==> config.mk <==
export PLATFORM = sky130hd
export DESIGN_NAME = cart_addr_bank_map
export DESIGN_NICKNAME = d
export VERILOG_FILES = /design/src/rtl/cart_addr_bank_map.sv
export SDC_FILE = /design/constraint.sdc
export NUM_CORES = 1
export LEC_CHECK = 0
export BUFFER_PORTS_ARGS = -buffer_cell sky130_fd_sc_hd__buf_2
export CELL_PAD_IN_SITES_DETAIL_PLACEMENT = 1
export CELL_PAD_IN_SITES_GLOBAL_PLACEMENT = 2
export CORE_MARGIN = 4
export CORE_UTILIZATION = 10
export DETAILED_ROUTE_END_ITERATION = 10
export HOLD_SLACK_MARGIN = 0.05
export PLACE_DENSITY_LB_ADDON = 0.1
export SLEW_MARGIN = 20
export SYNTH_ARGS = -nofsm -noshare
export SYNTH_HDL_FRONTEND = slang
export SYNTH_SLANG_ARGS = --single-unit
==> constraint.sdc <==
create_clock -name clk -period 0.85 [get_ports clk]
set_clock_uncertainty 0.05 [all_clocks]
set_input_delay 0 -clock clk [delete_from_list [all_inputs] [get_ports clk]]
set_output_delay 0 -clock clk [all_outputs]
set_load 0.05 [all_outputs]
==> src/rtl/cart_addr_bank_map.sv <==
module cart_addr_bank_map #(
  parameter int PRG_BANK_W = 2,
  parameter int CHR_BANK_W = 2,
  parameter int PRG_WIN_AW = 14,
  parameter int CHR_WIN_AW = 13
) (
  input  logic                               clk,
  input  logic                               rst_n,
  input  logic [15:0]                        cpu_addr,
  input  logic                               cpu_wr,
  input  logic [13:0]                        ppu_addr,
  input  logic                               mirror_horiz,
  output logic [PRG_BANK_W+PRG_WIN_AW-1:0]   prg_addr,
  output logic                               prg_en,
  output logic [CHR_BANK_W+CHR_WIN_AW-1:0]   chr_addr,
  output logic                               nt_sel
);
  localparam int BANK_W = PRG_BANK_W + CHR_BANK_W;
  localparam logic [PRG_BANK_W-1:0] LAST_PRG = '1;

  logic [BANK_W-1:0]     bank_q;
  logic [PRG_BANK_W-1:0] prg_bank;
  logic                  bank_ld;

  assign bank_ld = cpu_wr && cpu_addr[15];

  always_ff @(posedge clk or negedge rst_n)
    if (!rst_n)       bank_q <= '0;
    else if (bank_ld) bank_q <= cpu_addr[BANK_W-1:0];

  assign prg_bank = cpu_addr[14] ? LAST_PRG : bank_q[BANK_W-1:CHR_BANK_W];
  assign prg_addr = {prg_bank, cpu_addr[PRG_WIN_AW-1:0]};
  assign prg_en   = cpu_addr[15];
  assign chr_addr = {bank_q[CHR_BANK_W-1:0], ppu_addr[CHR_WIN_AW-1:0]};
  assign nt_sel   = mirror_horiz ? ppu_addr[11] : ppu_addr[10];
endmodule


==> results of run 1 <==
[cells by family (layout without fill, tap and decap cells)]
family	after synthesis	in the layout
buffers and inverters	30	50
AND/OR/NAND/NOR	3	3
multiplexers	5	5
flip-flops	4	4
[where the power goes]
part | switching (mW) | leakage [nW] | internal (mW)
Clock | 0.0944 | 0.0216 | 0.302
Combinational | 0.422 | 0.439 | 0.240
Sequential | 0.0173 | 0.0469 | 0.220
[layout by cell type, fill, tap and decap left out, drive strengths merged]
master	instances
nand2	1
mux2	5
buf	25
dlymetal6s4s	21
or2	2
dfrtp	4
dlygate4sd3	1
clkbuf	3
[stage by stage]
stage,utilization [%],instance area (um2),hold slack [ns],instances
after floorplan,-,415,-0.346,42
after global placement,9.20,368,-0.232,85
after detailed placement,9.20,368,-0.234,85
after CTS,16.9,674,-0.0177,112
after global routing,18.4,734,-0.0173,112
final,18.4,734,-0.0163,112
[per-layer routing]
layer  GRT usage, %  vias up  wire length (um)
met4           5.53        0                55
li1               -      142                 -
met3           1.66        5               204
met5              0        -                 0
met2           5.36       41               494
met1           3.48      136               335
[what timing repair did]
item / CTS / global route
setup endpoints to repair: 4 / 27
cloned: 0 / 0
endpoints found under the hold margin: 29 / 4
buffers inserted: 2 / 0
gates resized for setup: 10 / 23
[worst max-delay path, cell delays in order (launching register included)]
cell and delay, ns:
dfrtp_1 0.36, or2_4 0.23, buf_8 0.15
[how the worst max path moves through the flow]
stage | to | depth (start not counted)
after CTS | prg_addr[14] | 2
final | prg_addr[14] | 2
after global routing | prg_addr[15] | 2
after floorplan | prg_addr[14] | 1
after detailed placement | prg_addr[14] | 2
after global placement | prg_addr[15] | 2
[final cells by class]
type / count / share of cell area [%]
clock buffer: 3 / 5.62
multi-input combinational: 8 / 12.9
sequential: 4 / 13.6
tap: 50 / 8.52
timing repair buffer: 47 / 59.3
==> flow_summary.yaml, run 1 <==
outcome:
  outcome: "finished with violations"
  failed_checks: "negative hold slack, negative setup slack"
timing:
  setup_viol: 4
  whs_ns: -0.0163
  min_period_ns: 1.01
  worst_slew_pin_slew_ns: 0.512
  finalSetupTns_ns: -0.429
  slew_headroom_pct: 66.0
  drv_slew: 0
  max_clock_freq_ghz: 0.987
  worst_slack_ns: -0.163
  grt_setup_unrepaired: "yes"
  finalHoldViolCount: 4
  fin_crit_sh_pct: 119
clock_network:
  cts_buffers: 3
  cts_tree: "yes"
  clock-root-buffer: "clkbuf_8"
  h-tree-depth: 1
  cts_buffer_depth: 2
  postCtsHoldBufs: 22
  clkTransAtPathRegs_ns: 0.03
  clock_latency_ns: 0.21
  cts.sinks: 4
grt:
  grt_max_degree: 5
  overflow: 0
  grt_pass1_wl_um: 1390
  grt_usage_pct: 3.82
  grt_pass1_vias: 345
  antenna_found_initial: 0
route:
  detail-route-antenna-nets: 0
  wirelength_um: 1090
  firstDrtPassIters: 3
  vias: 324
  viasPerCell: 2.89
  wl_per_cell_um: 9.73
  drtIter0Drc: 6
  drc_errors: 0
min_path:
  worstHoldStart: "cpu_addr[3]"
  min_path_type: "in -> reg"
  min_to: "bank_q[3]"
  whs_path_depth: 2
pwr:
  design_power_total_mw: 1.29
  p_leak_nw: 0.507
  powerDensity_nw_per_um2: 1760
  peakVddDrop_mv: 0.331
setup_path:
  crit_path_start_kind: "flip-flop"
  required_ns: 0.80
  r2r_start: "bank_q[2]"
  reg2reg_setup_slack_ns: -0.06
  reg2reg_to: "bank_q[2]"
  crit_start: "bank_q[2]"
  reg2reg_depth: 2
  path_class: "reg -> out"
  worst-path-max-fanout: 2
  endpoint_kind: "output port"
  arrival_ns: 0.96
synth:
  syn_area_per_cell_um2: 9.89
  post-synth-top-count-cell: "buf_4"
  synth.mux.area_fraction_pct: 17.2
  synth_async_sr_flop_share_pct: 100
  synthTopCellsByCount: "buf_4, dfrtp_1, mux2_4"
  ys_warn_count: 0
  synth_area_um2: 415
  synthSimpleGateAreaFrac_pct: 4.52
  ys_seq_elements: 4
  seq_area_frac_synth_pct: 24.1
  synthXorXnorAreaFrac_pct: 0
  synth_nets: 76
  yosys.area.top_type_share_pct: 54.2
  synth.area.top_cells: "buf_4, dfrtp_1, mux2_4"
  synth_edf_count: 0
  synth-adder-area-share_pct: 0
  synth_compound_area_share_pct: 0
  synth_cells: 42
  synth_cell_types: 6
  synth_top_family_by_area: "buffers and inverters"
  synth_ff_type: "dfrtp_1"
  yosys.area.top_type: "buf_4"
place:
  hpwlAfterDp_um: 723
  dp_worst_setup_slack_ns: -0.0451
  numPortBuffers: 23
  gp_congestion: 0.570
floorplanning:
  dieArea_um2: 5250
  die_x_um: 72.5
  io_pins: 67
  rows: 23
  initial_core_util_pct: 10.4
  die_y_um: 72.5
  coreArea_um2: 4000
finish:
  antenna_cells: 0
  drive_gt1_share_pct: 58.1
  area_delta_synth_final_pct: 76.8
  nets: 98
  largest_register: "bank_q"
  largest_reg_flops: 4
  regArea_um2: 100
  n_fill_cell: 456
  multi_input_area_um2: 95.1
  reg_top3: "bank_q (4)"
job:
  maxCapViolations: 0
Power figures use the tool's default switching activity.
==> inputs of run 2 (changes only) <==
--- a/config.mk
+++ b/config.mk
@@ -13,3 +13,3 @@
 export DETAILED_ROUTE_END_ITERATION = 10
-export HOLD_SLACK_MARGIN = 0.05
+export HOLD_SLACK_MARGIN = 0.08
 export PLACE_DENSITY_LB_ADDON = 0.1
==> constraint.sdc (replaced) <==
create_clock -name clk -period 0.85 [get_ports clk]
set_clock_uncertainty 0.05 [all_clocks]
set_input_delay 0.085 -clock clk [delete_from_list [all_inputs] [get_ports clk]]
set_output_delay 0.085 -clock clk [all_outputs]
set_load 0.05 [all_outputs]
==> run 2 against run 1 <==
Net effect:
- the run ends with negative setup slack left
- sequential share of layout area is 7.8 points higher
- power is 22% lower
- sequential power hardly changed
- cell area is 36% lower
- clock-buffer cell count stayed put
- routed wire length is 26% lower
- via count is 27% lower
- critical endpoint unchanged
- largest cell class unchanged
- die area stayed put
==> flow_summary.yaml, run 2 (synthesis results as in run 1) <==
setup_path:
  required_ns: 0.71
  arrival_ns: 0.96
  path_class: "reg -> out"
  reg2reg_to: "bank_q[2]"
  reg2reg_depth: 2
  r2r_start: "bank_q[2]"
  crit_path_start_kind: "flip-flop"
  worst-path-max-fanout: 2
  reg2reg_setup_slack_ns: -0.06
  endpoint_kind: "output port"
place:
  gp_congestion: 0.561
  numPortBuffers: 23
  dpl_cell_area_um2: 373
floorplanning:
  die_y_um: 72.5
  die_x_um: 72.5
  initial_core_util_pct: 10.4
  rows: 23
  dieArea_um2: 5250
  coreArea_um2: 4000
  io_pins: 67
clock_network:
  cts_buffers: 3
  cts_tree: "yes"
  postCtsHoldBufs: 1
  clock-root-buffer: "clkbuf_8"
  cts_buffer_depth: 2
  cts.sinks: 4
  clock_latency_ns: 0.21
  h-tree-depth: 1
  clkTransAtPathRegs_ns: 0.03
timing:
  grt_setup_unrepaired: "yes"
  max_clock_freq_ghz: 0.909
  setup_viol: 6
  drv_slew: 0
  slew_headroom_pct: 83.3
  worst_slew_pin_slew_ns: 0.252
  fin_crit_sh_pct: 129
  min_period_ns: 1.10
  finalHoldViolCount: 0
  worst_slack_ns: -0.250
job:
  maxCapViolations: 0
finish:
  drive_gt1_share_pct: 87.8
  reg_top3: "bank_q (4)"
  final_util_pct: 11.7
  largest_reg_flops: 4
  antenna_cells: 0
  multi_input_area_um2: 95.1
  area_delta_synth_final_pct: 12.7
  postLayoutCellArea_um2: 468
  final_cell_mix: "buf_2, mux2_4, dfrtp_1"
  n_fill_cell: 459
  nets: 77
  largest_register: "bank_q"
  regArea_um2: 100
  final_common_cell: "buf_2"
pwr:
  peakVddDrop_mv: 0.214
  powerDensity_nw_per_um2: 2160
  internal-power_mw: 0.677
  p_comb_share_pct: 36.7
  power.switching_mw: 0.332
  p_sw_share_pct: 32.9
  pwr-share-clk_pct: 39.7
  seqPwrFrac_pct: 23.6
  p_leak_nw: 0.232
route:
  vias: 235
  drtIter0Drc: 0
  detail-route-antenna-nets: 0
  drc_errors: 0
  firstDrtPassIters: 1
  wirelength_um: 804
  viasPerCell: 2.58
  wl_per_cell_um: 8.84
grt:
  grt_pass1_wl_um: 1310
  grt_max_degree: 5
  antenna_found_initial: 0
  overflow: 0
  grt_usage_pct: 3.60
  grt_pass1_vias: 288
min_path:
  min_path_type: "in -> reg"
  whs_path_depth: 2
  min_to: "bank_q[3]"
  worstHoldStart: "cpu_addr[3]"
outcome:
  failed_checks: "negative setup slack"
  outcome: "finished with violations"
## run 2: cell count changes in the layout (fill, tap and decap cells not counted), sizes merged
cell and delta:
dlymetal6s4s -21
## run 2: worst max path at each step
stage | end | from | slack (ns) | cells after the start
floorplan | prg_addr[14] | bank_q[2] | 0.07 | 1
global placement | prg_addr[15] | bank_q[3] | -0.08 | 2
detailed placement | prg_addr[15] | bank_q[3] | -0.08 | 2
CTS | prg_addr[14] | bank_q[2] | -0.26 | 2
finish | prg_addr[14] | bank_q[2] | -0.25 | 2
global route | prg_addr[14] | bank_q[2] | -0.28 | 2
## run 2: power by group through the flow
stage / Sequential, mW / Clock (mW) / Combinational, mW
floorplan: 0.233 / 0 / 0.546
global placement: 0.239 / 0 / 0.317
detailed placement: 0.239 / 0 / 0.316
CTS: 0.240 / 0.413 / 0.367
global route: 0.242 / 0.440 / 0.393
finish: 0.238 / 0.401 / 0.370
## run 2: area by class of cell
class / instances / share of cell area, %
repair buffers: 26 / 36.1
flip-flops and latches: 4 / 21.4
well taps: 50 / 13.4
clock buffers: 3 / 8.82
multi-input cells: 8 / 20.3
## run 2: layer usage
layer / GRT usage [%] / wire length, um / up-vias
li1: - / - / 99
met1: 3.73 / 335 / 108
met2: 4.15 / 320 / 26
met3: 3.19 / 131 / 2
met4: 3.48 / 15 / 0
met5: 0 / 0 / -
## run 2: worst max-delay path, cell delays in order (launching register included)
cell,delay (ns)
dfrtp_1,0.37
or2_4,0.23
buf_6,0.15
## run 2: timing repair
action,4_1_cts,5_1_grt
hold endpoints to repair,7,2
resized for setup,9,0
setup endpoints to repair,4,5
setup buffers,1,1
## run 2: stage by stage
step / instances / hold slack, ns / setup TNS, ns / setup WS, ns / total power [mW]
2_1_floorplan: 42 / -0.261 / 0 / 0.0654 / 0.780
3_5_place_dp: 85 / -0.145 / -0.160 / -0.0828 / 0.555
5_1_grt: 91 / 0.0638 / -0.866 / -0.282 / 1.07
3_3_place_gp: 85 / -0.144 / -0.154 / -0.0808 / 0.555
4_1_cts: 90 / 0.0618 / -0.691 / -0.263 / 1.02
6_report: 91 / 0.0632 / -0.700 / -0.250 / 1.01
